### src/rtl/insn_pfx_pkg.sv
// Package: shared encodings for the instruction prefix decoder.
// Assumes: sizes are carried as byte counts in 4-bit fields.
package insn_pfx_pkg;

    localparam int SIZE_W = 4;

    typedef enum logic [1:0] {
        MODE_REAL   = 2'd0,
        MODE_PROT16 = 2'd1,
        MODE_PROT32 = 2'd2,
        MODE_LONG   = 2'd3
    } cpu_mode_e;

    typedef enum logic [2:0] {
        SEG_NONE = 3'd0,
        SEG_ES   = 3'd1,
        SEG_CS   = 3'd2,
        SEG_SS   = 3'd3,
        SEG_DS   = 3'd4,
        SEG_FS   = 3'd5,
        SEG_GS   = 3'd6
    } seg_sel_e;

    typedef enum logic [2:0] {
        PK_NONE  = 3'd0,
        PK_OPSZ  = 3'd1,
        PK_ADSZ  = 3'd2,
        PK_SEG   = 3'd3,
        PK_LOCK  = 3'd4,
        PK_REP   = 3'd5,
        PK_REPNE = 3'd6
    } pfx_kind_e;

    localparam logic [7:0] ESCAPE_BYTE = 8'h0F;

endpackage

### src/rtl/pfx_classify.sv
// Module: pfx_classify
// Purely combinational classification of one instruction byte: which
// legacy prefix it is (if any), the segment it selects, whether it is a
// 64-bit extension prefix and whether it is the two-byte escape.
// Assumes: mode_i is stable while the byte is presented.
module pfx_classify
    import insn_pfx_pkg::*;
(
    input  logic [7:0] byte_i,
    input  logic [1:0] mode_i,
    output pfx_kind_e  kind_o,
    output seg_sel_e   seg_o,
    output logic       is_ext_o,
    output logic       is_escape_o
);

    // Map the byte value to a legacy prefix kind and a segment code.
    always_comb begin
        kind_o = PK_NONE;
        seg_o  = SEG_NONE;
        case (byte_i)
            8'h66: kind_o = PK_OPSZ;
            8'h67: kind_o = PK_ADSZ;
            8'h26: begin kind_o = PK_SEG; seg_o = SEG_ES; end
            8'h2E: begin kind_o = PK_SEG; seg_o = SEG_CS; end
            8'h36: begin kind_o = PK_SEG; seg_o = SEG_SS; end
            8'h3E: begin kind_o = PK_SEG; seg_o = SEG_DS; end
            8'h64: begin kind_o = PK_SEG; seg_o = SEG_FS; end
            8'h65: begin kind_o = PK_SEG; seg_o = SEG_GS; end
            8'hF0: kind_o = PK_LOCK;
            8'hF3: kind_o = PK_REP;
            8'hF2: kind_o = PK_REPNE;
            default: ;
        endcase
    end

    // Extension prefix exists only in 64-bit mode.
    assign is_ext_o    = (mode_i == MODE_LONG) && (byte_i[7:4] == 4'h4);
    assign is_escape_o = (byte_i == ESCAPE_BYTE);

endmodule

### src/rtl/pfx_size_resolve.sv
// Module: pfx_size_resolve
// Combinational resolution of effective operand and address sizes from
// the mode defaults, the accumulated override toggles and the W bit.
// Assumes: toggles are parity flags (each override flips them).
module pfx_size_resolve
    import insn_pfx_pkg::*;
(
    input  logic [1:0]        mode_i,
    input  logic              op_tog_i,
    input  logic              ad_tog_i,
    input  logic              ext_w_i,
    output logic [SIZE_W-1:0] op_bytes_o,
    output logic [SIZE_W-1:0] addr_bytes_o
);

    logic narrow_mode;
    assign narrow_mode = (mode_i == MODE_REAL) || (mode_i == MODE_PROT16);

    // Operand size: W wins, otherwise the mode default flipped by 0x66.
    always_comb begin
        if (ext_w_i)
            op_bytes_o = SIZE_W'(8);
        else if (narrow_mode ^ op_tog_i)
            op_bytes_o = SIZE_W'(2);
        else
            op_bytes_o = SIZE_W'(4);
    end

    // Address size: each mode has its own pair, 0x67 picks the other one.
    always_comb begin
        case (mode_i)
            MODE_LONG:   addr_bytes_o = ad_tog_i ? SIZE_W'(4) : SIZE_W'(8);
            MODE_PROT32: addr_bytes_o = ad_tog_i ? SIZE_W'(2) : SIZE_W'(4);
            default:     addr_bytes_o = ad_tog_i ? SIZE_W'(4) : SIZE_W'(2);
        endcase
    end

endmodule

### src/rtl/insn_prefix_decoder.sv
// Module: insn_prefix_decoder (top)
// Byte-serial prefix front end. Consumes legacy prefixes (bounded count),
// an optional 64-bit extension prefix and an optional 0x0F escape, and on
// the opcode byte emits a registered record with a one-cycle done pulse.
// Ready is dropped in the done cycle; the next instruction starts after.
// Assumes: mode_i is constant from the first byte to the opcode byte.
module insn_prefix_decoder
    import insn_pfx_pkg::*;
#(
    parameter int MAX_PREFIXES = 8
) (
    input  logic              clk,
    input  logic              rst_n,
    input  logic [1:0]        mode_i,
    input  logic              byte_valid_i,
    input  logic [7:0]        byte_i,
    output logic              byte_ready_o,
    output logic              done_o,
    output logic [7:0]        opcode_o,
    output logic              two_byte_o,
    output logic [SIZE_W-1:0] op_bytes_o,
    output logic [SIZE_W-1:0] addr_bytes_o,
    output logic [2:0]        seg_o,
    output logic              lock_o,
    output logic              rep_o,
    output logic              repne_o,
    output logic              rex_o,
    output logic              rex_w_o,
    output logic              rex_r_o,
    output logic              rex_x_o,
    output logic              rex_b_o
);

    localparam int CNT_W = $clog2(MAX_PREFIXES + 1);

    // Accumulated per-instruction state.
    logic [CNT_W-1:0] pfx_cnt_q;
    logic             op_tog_q, ad_tog_q, lock_q, rep_q, repne_q, esc_q;
    seg_sel_e         seg_q;
    logic             ext_q;
    logic [3:0]       ext_bits_q;

    // Classification and size resolution of the current byte / state.
    pfx_kind_e        kind;
    seg_sel_e         byte_seg;
    logic             is_ext, is_escape;
    logic [SIZE_W-1:0] op_sz, ad_sz;

    pfx_classify u_classify (
        .byte_i      (byte_i),
        .mode_i      (mode_i),
        .kind_o      (kind),
        .seg_o       (byte_seg),
        .is_ext_o    (is_ext),
        .is_escape_o (is_escape)
    );

    pfx_size_resolve u_size (
        .mode_i       (mode_i),
        .op_tog_i     (op_tog_q),
        .ad_tog_i     (ad_tog_q),
        .ext_w_i      (ext_q & ext_bits_q[3]),
        .op_bytes_o   (op_sz),
        .addr_bytes_o (ad_sz)
    );

    logic accept, take_pfx, finish;
    assign byte_ready_o = ~done_o;
    assign accept       = byte_valid_i & byte_ready_o;
    assign take_pfx     = (kind != PK_NONE) && (pfx_cnt_q < CNT_W'(MAX_PREFIXES));
    assign finish       = accept && (esc_q || (!take_pfx && !is_ext && !is_escape));

    // Per-instruction accumulation of prefix effects; cleared on finish.
    always_ff @(posedge clk) begin
        if (!rst_n || finish) begin
            pfx_cnt_q  <= '0;
            op_tog_q   <= 1'b0;
            ad_tog_q   <= 1'b0;
            lock_q     <= 1'b0;
            rep_q      <= 1'b0;
            repne_q    <= 1'b0;
            esc_q      <= 1'b0;
            seg_q      <= SEG_NONE;
            ext_q      <= 1'b0;
            ext_bits_q <= 4'h0;
        end else if (accept) begin
            if (take_pfx) begin
                pfx_cnt_q  <= pfx_cnt_q + CNT_W'(1);
                ext_q      <= 1'b0;
                ext_bits_q <= 4'h0;
                case (kind)
                    PK_OPSZ:  op_tog_q <= ~op_tog_q;
                    PK_ADSZ:  ad_tog_q <= ~ad_tog_q;
                    PK_SEG:   seg_q    <= byte_seg;
                    PK_LOCK:  lock_q   <= 1'b1;
                    PK_REP:   begin rep_q <= 1'b1; repne_q <= 1'b0; end
                    PK_REPNE: begin rep_q <= 1'b0; repne_q <= 1'b1; end
                    default: ;
                endcase
            end else if (is_ext) begin
                ext_q      <= 1'b1;
                ext_bits_q <= byte_i[3:0];
            end else begin
                esc_q <= 1'b1;
            end
        end
    end

    // Record register: loaded with the resolved attributes on the opcode byte.
    always_ff @(posedge clk) begin
        if (!rst_n) begin
            done_o       <= 1'b0;
            opcode_o     <= 8'h00;
            two_byte_o   <= 1'b0;
            op_bytes_o   <= '0;
            addr_bytes_o <= '0;
            seg_o        <= 3'd0;
            lock_o       <= 1'b0;
            rep_o        <= 1'b0;
            repne_o      <= 1'b0;
            rex_o        <= 1'b0;
            {rex_w_o, rex_r_o, rex_x_o, rex_b_o} <= 4'h0;
        end else begin
            done_o <= finish;
            if (finish) begin
                opcode_o     <= byte_i;
                two_byte_o   <= esc_q;
                op_bytes_o   <= op_sz;
                addr_bytes_o <= ad_sz;
                seg_o        <= seg_q;
                lock_o       <= lock_q;
                rep_o        <= rep_q;
                repne_o      <= repne_q;
                rex_o        <= ext_q;
                {rex_w_o, rex_r_o, rex_x_o, rex_b_o} <= ext_bits_q;
            end
        end
    end

endmodule

### config.mk
export PLATFORM = sky130hd
export DESIGN_NAME = insn_prefix_decoder
export DESIGN_NICKNAME = d
export VERILOG_FILES = /design/src/rtl/insn_pfx_pkg.sv /design/src/rtl/pfx_classify.sv /design/src/rtl/pfx_size_resolve.sv /design/src/rtl/insn_prefix_decoder.sv
export SDC_FILE = /design/constraint.sdc
export NUM_CORES = 1
export LEC_CHECK = 0
export ABC_AREA = 1
export BUFFER_PORTS_ARGS = -buffer_cell sky130_fd_sc_hd__buf_4
export CORE_UTILIZATION = 53
export CTS_CLUSTER_SIZE = 20
export DETAILED_ROUTE_END_ITERATION = 12
export MAX_ROUTING_LAYER = met4
export PLACE_DENSITY = 0.77
export SLEW_MARGIN = 20
export SYNTH_ARGS = -nofsm -noshare
export SYNTH_HDL_FRONTEND = slang
export SYNTH_SLANG_ARGS = --single-unit
### constraint.sdc
create_clock -name clk -period 2.11 [get_ports clk]
set_input_delay 0.211 -clock clk [delete_from_list [all_inputs] [get_ports clk]]
set_output_delay 0.211 -clock clk [all_outputs]
set_load 0.01 [all_outputs]
==> impl_metrics.env, run 1 <==
export IMPL_clock_sinks=45
export IMPL_inserted_clock_buffers=5
export IMPL_synth_largest_area_cell="sky130_fd_sc_hd__dfxtp_1"
export IMPL_min_period_ps=1701
export IMPL_gp_congestion=1.018
export IMPL_dp_hpwl_um=3665
export IMPL_placement_rows=23
export IMPL_post_cts_setup_buffers=0
export IMPL_design_portCount=43
export IMPL_timing_max_transition_violations_final=0
export IMPL_groute_layer_met2_usage=0.4171
export IMPL_area_growth_syn_to_layout_pct=15.68
export IMPL_clock_tree_root_cell="sky130_fd_sc_hd__clkbuf_8"
export IMPL_via_count=2098
export IMPL_finalWorstSetupSlack_ps=409.1
export IMPL_yosys_top_cells_area="sky130_fd_sc_hd__dfxtp_1 39%, sky130_fd_sc_hd__nand2_1 11%, sky130_fd_sc_hd__nand4_1 9.0%"
export IMPL_synth_commonest_cells="68 x sky130_fd_sc_hd__nand2_1, 45 x sky130_fd_sc_hd__dfxtp_1, 37 x sky130_fd_sc_hd__nand3_1"
export IMPL_synthesis_yosys_warnings=0
export IMPL_slew_limit_headroom=0.6501
export IMPL_drive_gt1_frac=0.2326
export IMPL_vdd_drop_max_mv=0.3057
export IMPL_detail_route_vias_per_cell=5.325
export IMPL_grt_overflow=0
export IMPL_worst_path_max_fanout=25
export IMPL_critPathCaptureType="register"
export IMPL_min_period_over_period=0.8061
export IMPL_number_of_filler_instances_in_the_final_layout=379
export IMPL_max_freq_ghz=0.5879
export IMPL_ctsResizeCount=0
export IMPL_finish_net_count=357
export IMPL_synth_cell_area_mm2=0.002282
export IMPL_ctsHtreeMaxLevel=2
export IMPL_syn_inst=309
export IMPL_worst_setup_hold_path_clk_slew_ps=90
export IMPL_antennaDiodeCount=0
export IMPL_grt_first_pass_wirelength_um=8666
export IMPL_tritoncts_clock_tree="done"
export IMPL_setup_violations=0
export IMPL_synth_top_area_frac=0.3947
export IMPL_fin_total_pwr_mw=1.671
export IMPL_synthArstFlopShare=0
export IMPL_gr_usage_all_layers=0.2589
export IMPL_yosys_cell_count_top_type="sky130_fd_sc_hd__nand2_1"
export IMPL_worst_slew_pin_slew_ps=523.6
export IMPL_grt_pass1_vias=1945
export IMPL_rsz0062_at_grt="no"
export IMPL_synth_seq_cells=45
export IMPL_yosysSeqAreaShare=0.3947
export IMPL_grt_busiest_layer="met2"
export IMPL_rrSetupSlack_ps=420
export IMPL_clk_latency_ps=300
export IMPL_grtUsageMet1=0.3131
export IMPL_fin_setup_tns_ps=0
export IMPL_clock_skew_ps=10.39
export IMPL_clk_path_buf_depth=2
export IMPL_ant_nets=0
export IMPL_die_width_um=67.62
export IMPL_place_port_buffers=40
export IMPL_drtIter0Drc=196
export IMPL_max_cap_violations=0
export IMPL_cp_data_required_time_ps=2360
export IMPL_dieArea_mm2=0.004572
export IMPL_power_per_cell_area_mw_per_mm2=632.8
export IMPL_synthFlopType="sky130_fd_sc_hd__dfxtp_1"
export IMPL_pin_count_of_the_biggest_net_entering_global_routing=29
export IMPL_result_of_the_run="finished, final reports clean"
export IMPL_startpoint_type="input pin"
export IMPL_criticalPathCategory="input pin to register"
export IMPL_finalHoldViolations=0
export IMPL_antenna_found_initial=0
export IMPL_wl_per_cell_um=12.95
export IMPL_drt_pass1_iter_count=4
export IMPL_fp_dieH_um=67.62
export IMPL_grt_util_met3=0.05236
export IMPL_p_leak_nw=1.271
export IMPL_core_area_mm2=0.004058
export IMPL_hold_class="input pin to register"
export IMPL_route_detailed_drc=0
export IMPL_wirelength_um=5102
export IMPL_arrival_ps=1950
export IMPL_synth_area_per_cell_um2=7.386
export IMPL_placement_setup_worst_slack_ps=108.0
export IMPL_post_cts_hold_buffer_count=0
export IMPL_synth_edff_count=0
export IMPL_floorplan_initialDensity=0.5624
export IMPL_synth_cell_type_count=36
==> final timing paths <==
| path | from | to | cells after the start |
|---|---|---|---|
| setup / recovery | byte_i[7] | opcode_o[3] | 13 |
| hold / removal | byte_i[7] | opcode_o[7] | 3 |
| setup reg to reg | done_o | opcode_o[3] | 7 |
| hold reg to reg | ext_bits_q[0] | rex_b_o | 2 |
==> stage by stage <==
stage	cell area, um^2	util	hold slack [ps]	std cells
2_1_floorplan	2286	-	342.3	310
3_3_place_gp	2544	0.6269	462.2	386
3_5_place_dp	2544	0.6269	462.4	386
4_1_cts	2640	0.6506	160.4	394
5_1_grt	2640	0.6506	193.7	394
6_report	2640	0.6506	171.5	394
==> layer usage <==
metal  wire, um  part of all wire
met5          0                 0
met2       2463              0.48
met3        244             0.048
met4         93             0.018
met1       2300              0.45
==> final cells by class <==
| class | count | area (um^2) | area share |
|---|---|---|---|
| Clock buffer | 6 | 82.58 | 0.03128 |
| Clock inverter | 2 | 13.76 | 0.005213 |
| Inverter | 37 | 138.9 | 0.05261 |
| Multi-Input combinational cell | 210 | 1111 | 0.4209 |
| Sequential cell | 45 | 900.9 | 0.3412 |
| Tap cell | 50 | 62.56 | 0.02370 |
| Timing Repair Buffer | 44 | 330.3 | 0.1251 |
==> state kept, by name (all words and copies together) (netlist names), 3 cells and up <==
name	cells
op_bytes_o	3
ext_bits_q	4
seg_q	3
seg_o	3
opcode_o	8
pfx_cnt_q	4
addr_bytes_o	3
==> report_power, final <==
group / internal [mW] / switching [mW] / leakage, nW
combinational: 0.0803 / 0.152 / 0.855
sequential: 0.872 / 0.0128 / 0.365
clock: 0.265 / 0.288 / 0.0512
total: 1.22 / 0.453 / 1.27
==> layout by cell type, fill, tap and decap left out <==
master	synthesis	routed
sky130_fd_sc_hd__clkinv_2	0	1
sky130_fd_sc_hd__o21ai_0	5	5
sky130_fd_sc_hd__nand3_4	1	1
sky130_fd_sc_hd__a21oi_1	2	2
sky130_fd_sc_hd__clkinv_4	0	1
sky130_fd_sc_hd__nand4_1	33	33
sky130_fd_sc_hd__and2_4	1	1
sky130_fd_sc_hd__nand4_4	1	1
sky130_fd_sc_hd__nor3_2	2	2
sky130_fd_sc_hd__nand4_2	1	1
sky130_fd_sc_hd__nand3_2	1	1
sky130_fd_sc_hd__a31o_2	1	1
sky130_fd_sc_hd__buf_4	2	44
sky130_fd_sc_hd__nand2_1	68	68
sky130_fd_sc_hd__xnor2_1	1	1
sky130_fd_sc_hd__o21bai_1	1	1
sky130_fd_sc_hd__nand2_4	1	1
sky130_fd_sc_hd__nor2_1	24	24
sky130_fd_sc_hd__nor2_2	12	12
sky130_fd_sc_hd__o21a_1	2	2
sky130_fd_sc_hd__nor4_1	1	1
sky130_fd_sc_hd__inv_1	36	36
sky130_fd_sc_hd__o31ai_1	1	1
sky130_fd_sc_hd__xor2_1	3	3
sky130_fd_sc_hd__ha_1	1	1
sky130_fd_sc_hd__a21boi_0	2	2
sky130_fd_sc_hd__clkbuf_8	0	6
sky130_fd_sc_hd__conb_1	1	2
sky130_fd_sc_hd__nand2_2	4	4
sky130_fd_sc_hd__nand3_1	37	37
sky130_fd_sc_hd__nor2_4	2	2
sky130_fd_sc_hd__dfxtp_1	45	45
sky130_fd_sc_hd__inv_2	1	1
==> critical path: stages <==
cell and delay, ps:
sky130_fd_sc_hd__buf_4 110, sky130_fd_sc_hd__inv_1 60, sky130_fd_sc_hd__nand2_1 120, sky130_fd_sc_hd__nor2_1 80, sky130_fd_sc_hd__nand2_1 100, sky130_fd_sc_hd__nand3_2 100
sky130_fd_sc_hd__nor2_2 140, sky130_fd_sc_hd__nand4_2 150, sky130_fd_sc_hd__nand2_4 150, sky130_fd_sc_hd__nand4_4 110, sky130_fd_sc_hd__nand2_2 360, sky130_fd_sc_hd__nand3_1 150
sky130_fd_sc_hd__nand2_1 80
==> logic make-up (layout without fill, tap and decap cells) <==
group | Yosys count | after routing | synth area share
xor gates and xnor gates | 4 | 4 | 0.01535
and+or+nand+nor | 189 | 189 | 0.4238
adders and majority gates | 1 | 1 | 0.005482
DFF | 45 | 45 | 0.3947
other | 1 | 2 | 0.001643
AOI/OAI and AO/OA | 14 | 14 | 0.03892
buffers and inverters | 55 | 89 | 0.1201
Power figures use the tool's default switching activity.
==> inputs of run 2 (changes only) <==
- CORE_UTILIZATION: 53 -> 49
- PLACE_DENSITY: 0.77 -> 0.75
- clock period: 2.11 -> 1.4 ns (I/O delays scaled with it)
==> run 2 against run 1 <==
Compared with the run above:
- clock skew down 7.0 ps
- register-to-register slack worse by 320 ps
- sequential cell count unchanged
- count of clock-buffer cells in the layout rose by 1
- sequential share of layout area fell by 7.2 points
- largest cell class unchanged
- die area up 7.9%
- hold slack lost 76 ps
- critical path depth up 1
- via count is 9.8% higher
==> impl_metrics.env, run 2 (same netlist as run 1, synthesis figures left out) <==
export IMPL_arrival_ps=1610
export IMPL_min_period_over_period=0.9816
export IMPL_mostFrequentLayoutCell="sky130_fd_sc_hd__buf_4"
export IMPL_area_growth_syn_to_layout_pct=46.60
export IMPL_hold_class="input pin to register"
export IMPL_antenna_found_initial=0
export IMPL_critPathCaptureType="register"
export IMPL_fp_dieH_um=70.25
export IMPL_grt_first_pass_wirelength_um=9239
export IMPL_drt_pass1_iter_count=4
export IMPL_share_of_the_core_filled_with_cells_in_the_final_layout=0.7579
export IMPL_startpoint_type="input pin"
export IMPL_drive_gt1_frac=0.4141
export IMPL_clk_path_buf_depth=2
export IMPL_critPathSlowestCell="sky130_fd_sc_hd__nand2_4"
export IMPL_timing_max_transition_violations_final=0
export IMPL_drtIter0Drc=208
export IMPL_finalHoldViolations=0
export IMPL_rrSetupSlack_ps=100
export IMPL_design_portCount=43
export IMPL_fin_setup_tns_ps=0
export IMPL_via_count=2303
export IMPL_grt_pass1_vias=2137
export IMPL_biggestRegsByFlops="opcode_o x8, ext_bits_q x4, pfx_cnt_q x4"
export IMPL_cp_data_required_time_ps=1640
export IMPL_max_flop_register="opcode_o"
export IMPL_detail_route_vias_per_cell=5.282
export IMPL_max_freq_ghz=0.7277
export IMPL_dp_hpwl_um=4050
export IMPL_route_detailed_drc=0
export IMPL_ant_nets=0
export IMPL_clock_tree_root_cell="sky130_fd_sc_hd__clkbuf_8"
export IMPL_wl_per_cell_um=13.78
export IMPL_inserted_clock_buffers=5
export IMPL_floorplan_initialDensity=0.5170
export IMPL_worst_path_max_fanout=5
export IMPL_post_cts_hold_buffer_count=0
export IMPL_finish_net_count=397
export IMPL_vdd_drop_max_mv=0.5379
export IMPL_worstPathCellList="buf_8 > inv_6 > nand2_4 > nor2_4 > nand2_2 > nand3_4 > nor2_4 > nand4_4 > nand2_4 > nand4_4 > nand2_4 > clkbuf_16 > nand3_2 > nand2_1"
export IMPL_pin_count_of_the_biggest_net_entering_global_routing=31
export IMPL_gr_usage_all_layers=0.2405
export IMPL_min_period_ps=1374
export IMPL_gp_congestion=0.9132
export IMPL_fin_total_pwr_mw=2.787
export IMPL_power_per_cell_area_mw_per_mm2=832.9
export IMPL_crit_path_max_incr_delay_ps=180
export IMPL_grt_overflow=0
export IMPL_layout_common_cells="69 x sky130_fd_sc_hd__buf_4, 53 x sky130_fd_sc_hd__nand2_1, 44 x sky130_fd_sc_hd__dfxtp_1, 33 x sky130_fd_sc_hd__nand4_1, 30 x sky130_fd_sc_hd__nand3_1"
export IMPL_antennaDiodeCount=0
export IMPL_placement_rows=24
export IMPL_criticalPathCategory="input pin to register"
export IMPL_place_port_buffers=40
export IMPL_die_width_um=70.25
export IMPL_flip_flop_count_of_the_largest_register_after_layout=8
export IMPL_ctsHtreeMaxLevel=2
export IMPL_core_area_mm2=0.004414
export IMPL_setup_violations=0
export IMPL_clock_skew_ps=3.408
export IMPL_result_of_the_run="finished, final reports clean"
export IMPL_p_leak_nw=1.565
export IMPL_cpMostUsedCell="sky130_fd_sc_hd__nand2_4"
export IMPL_dieArea_mm2=0.004934
export IMPL_clock_sinks=45
export IMPL_clk_latency_ps=290
export IMPL_max_cap_violations=0
export IMPL_wirelength_um=6010
export IMPL_worst_setup_hold_path_clk_slew_ps=80
export IMPL_tritoncts_clock_tree="done"
[run 2: where the power goes]
group	internal, mW	switching [mW]	total [mW]	leakage (nW)
combinational	0.263	0.316	0.579	1.15
clock	0.446	0.425	0.872	0.0542
sequential	1.32	0.0209	1.34	0.365
total	2.02	0.763	2.79	1.57
[run 2: timing repair]
item,4_1_cts,5_1_grt
setup endpoints to repair,20,40
gates cloned,0,3
setup buffers,0,5
pin swaps,0,23
gates resized for setup,1,51
[run 2: per-stage QoR]
stage / setup WS [ps] / instance area (um^2) / std cells / hold WS, ps
after CTS: 49.97 / 3050 / 429 / 124.2
after global routing: -51.96 / 3346 / 436 / 80.51
after global placement: -222.8 / 2949 / 421 / 419.3
after floorplan: -24.03 / 2420 / 310 / 271.3
final: 25.83 / 3346 / 436 / 95.33
after detailed placement: -235.8 / 2949 / 421 / 424.9
[run 2: critical path: cells and delay by family]
family        cells  cell delay (ps)
buf+inv           3              300
simple gates     11             1160
[run 2: metal layers]
metal | track usage | vias to the layer above | share of wire
met2 | 0.4106 | 56 | 0.52
li1 | - | 1163 | -
met3 | 0.05051 | 8 | 0.050
met4 | 0.05778 | 0 | 0.015
met1 | 0.2883 | 1076 | 0.42
met5 | - | - | 0
[run 2: final cells by class]
type | instances | area, um^2
clock buffer | 7 | 96.34
clock inverter | 1 | 5.005
fill | 319 | 1069
inverter | 37 | 171.4
multi-input combinational | 210 | 1333
sequential | 45 | 902.1
tap | 52 | 65.06
timing repair buffer | 84 | 773.2
[run 2: final timing paths]
path / startpoint / to / cells past startpoint
worst min-delay path: byte_i[7] / opcode_o[7] / 3
worst min register to register: seg_q[2] / seg_o[2] / 2
worst max register to register: done_o / seg_o[0] / 8
worst max-delay path: byte_i[7] / seg_o[0] / 14
==> inputs of run 3 (changes only) <==
- CORE_ASPECT_RATIO: default -> 0.8
==> run 3 against run 2 <==
Compared with the run above:
- clock power up 38%
- highest routed layer unchanged
- worst setup slack worse by 54 ps
- sequential power about the same
- count of clock-buffer cells in the layout down 2
- the run now ends with negative setup slack left
- routed wire length up 19%
- global-route usage up 1.5 points
- final area up 5.2%
==> impl_metrics.env, run 3 (same netlist as run 1, synthesis figures left out) <==
export IMPL_dieArea_mm2=0.004936
export IMPL_multiInputGateArea_mm2=0.001419
export IMPL_finish_net_count=401
export IMPL_die_width_um=78.30
export IMPL_p_leak_nw=1.623
export IMPL_dp_hpwl_um=4102
export IMPL_inserted_clock_buffers=5
export IMPL_share_of_the_core_filled_with_cells_in_the_final_layout=0.8115
export IMPL_grt_overflow=0
export IMPL_tritoncts_clock_tree="done"
export IMPL_placement_rows=21
export IMPL_pin_count_of_the_biggest_net_entering_global_routing=47
export IMPL_drtIter0Drc=205
export IMPL_floorplan_initialDensity=0.5264
export IMPL_final_seq_area_um2=900.9
export IMPL_clk_latency_ps=310
export IMPL_rrSetupSlack_ps=20
export IMPL_core_area_mm2=0.004335
export IMPL_placement_setup_worst_slack_ps=-336.4
export IMPL_timing_max_transition_violations_final=0
export IMPL_drive_gt1_frac=0.4510
export IMPL_max_cap_violations=0
export IMPL_post_cts_hold_buffer_count=0
export IMPL_setup_violations=2
export IMPL_hold_class="input pin to register"
export IMPL_gp_congestion=0.9759
export IMPL_gr_usage_all_layers=0.2550
export IMPL_antenna_found_initial=0
export IMPL_via_count=2493
export IMPL_max_flop_register="opcode_o"
export IMPL_ant_nets=0
export IMPL_mostFrequentLayoutCell="sky130_fd_sc_hd__buf_4"
export IMPL_route_detailed_drc=0
export IMPL_clock_sinks=45
export IMPL_wl_per_cell_um=16.10
export IMPL_result_of_the_run="finished, violations left"
export IMPL_power_per_cell_area_mw_per_mm2=900.1
export IMPL_finalWorstSetupSlack_ps=-28.12
export IMPL_cp_data_required_time_ps=1610
export IMPL_criticalPathCategory="input pin to register"
export IMPL_wirelength_um=7164
export IMPL_layout_common_cells="72 x sky130_fd_sc_hd__buf_4, 52 x sky130_fd_sc_hd__nand2_1, 45 x sky130_fd_sc_hd__dfxtp_1, 33 x sky130_fd_sc_hd__nand4_1, 29 x sky130_fd_sc_hd__inv_1"
export IMPL_arrival_ps=1640
export IMPL_biggestRegsByFlops="opcode_o x8, ext_bits_q x4, pfx_cnt_q x4"
export IMPL_flip_flop_count_of_the_largest_register_after_layout=8
export IMPL_detail_route_vias_per_cell=5.602
export IMPL_startpoint_type="input pin"
export IMPL_design_portCount=43
export IMPL_area_growth_syn_to_layout_pct=54.17
export IMPL_max_freq_ghz=0.7002
export IMPL_worst_setup_hold_path_clk_slew_ps=90
export IMPL_min_period_ps=1428
export IMPL_clock_skew_ps=6.415
export IMPL_clock_tree_root_cell="sky130_fd_sc_hd__clkbuf_8"
export IMPL_ctsHtreeMaxLevel=2
export IMPL_number_of_filler_instances_in_the_final_layout=284
export IMPL_vdd_drop_max_mv=0.6301
export IMPL_drt_pass1_iter_count=7
export IMPL_rsz0062_at_grt="yes"
export IMPL_failing_checks="negative setup slack"
export IMPL_min_period_over_period=1.020
export IMPL_antennaDiodeCount=0
export IMPL_critPathCaptureType="register"
export IMPL_place_port_buffers=40
export IMPL_clk_path_buf_depth=2
export IMPL_grt_first_pass_wirelength_um=9515
export IMPL_grt_pass1_vias=2083
export IMPL_worst_path_max_fanout=5
export IMPL_finalHoldViolations=0
export IMPL_fp_dieH_um=63.04
run 3: where the power goes:
group          internal, mW  switching [mW]  total, mW
Sequential             1.32          0.0217       1.34
Clock                 0.718           0.479       1.20
Combinational         0.279           0.354      0.633
run 3: per-stage QoR:
stage | TNS (ps) | cell area, um^2 | hold slack, ps | total power, mW | instances
final | -54.04 | 3518 | 79.06 | 3.167 | 445
after floorplan | -144.4 | 2420 | 271.3 | 1.640 | 310
after detailed placement | -10870 | 2925 | 438.5 | 1.811 | 422
after CTS | 0 | 3068 | 121.0 | 2.984 | 430
after global routing | -1690 | 3518 | 99.62 | 3.274 | 445
after global placement | -9845 | 2925 | 428.7 | 1.804 | 422
run 3: area by class of cell:
class	instances	share of cell area
multi-input combinational	211	0.4033
sequential	45	0.2560
tap	57	0.02027
timing repair buffer	87	0.2304
clock inverter	3	0.01956
clock buffer	5	0.01956
inverter	37	0.05085
run 3: final timing paths:
kind,start,endpoint,cells after the start
worst min-delay path,byte_i[6],opcode_o[6],3
worst min register to register,lock_q,lock_o,2
worst max register to register,done_o,rex_r_o,8
worst max-delay path,byte_i[7],ext_q,14
run 3: per-layer routing:
| metal | global-route usage | wire (um) | part of all wire | vias up |
|---|---|---|---|---|
| met5 | - | 0 | 0 | - |
| met1 | 0.3333 | 3067 | 0.43 | 1165 |
| met3 | 0.05401 | 484 | 0.068 | 29 |
| met2 | 0.3860 | 3368 | 0.47 | 124 |
| met4 | 0.09491 | 244 | 0.034 | 0 |
| li1 | - | - | - | 1175 |
run 3: what timing repair did:
action / CTS / global route
setup buffers: 0 / 11
cloned: 0 / 4
setup endpoints to repair: 3 / 45
pin swaps: 0 / 29
gates resized for setup: 2 / 71
run 3: critical path: stages:
cell,delay (ps)
sky130_fd_sc_hd__buf_12,110
sky130_fd_sc_hd__inv_8,60
sky130_fd_sc_hd__nand2_4,60
sky130_fd_sc_hd__nor2_4,170
sky130_fd_sc_hd__nand2_2,90
sky130_fd_sc_hd__nand3_2,120
sky130_fd_sc_hd__nor2_4,60
sky130_fd_sc_hd__nand4_4,110
sky130_fd_sc_hd__nand2_4,70
sky130_fd_sc_hd__buf_4,140
sky130_fd_sc_hd__buf_4,150
sky130_fd_sc_hd__nand3_1,70
sky130_fd_sc_hd__a21boi_1,210
sky130_fd_sc_hd__nor2_1,70
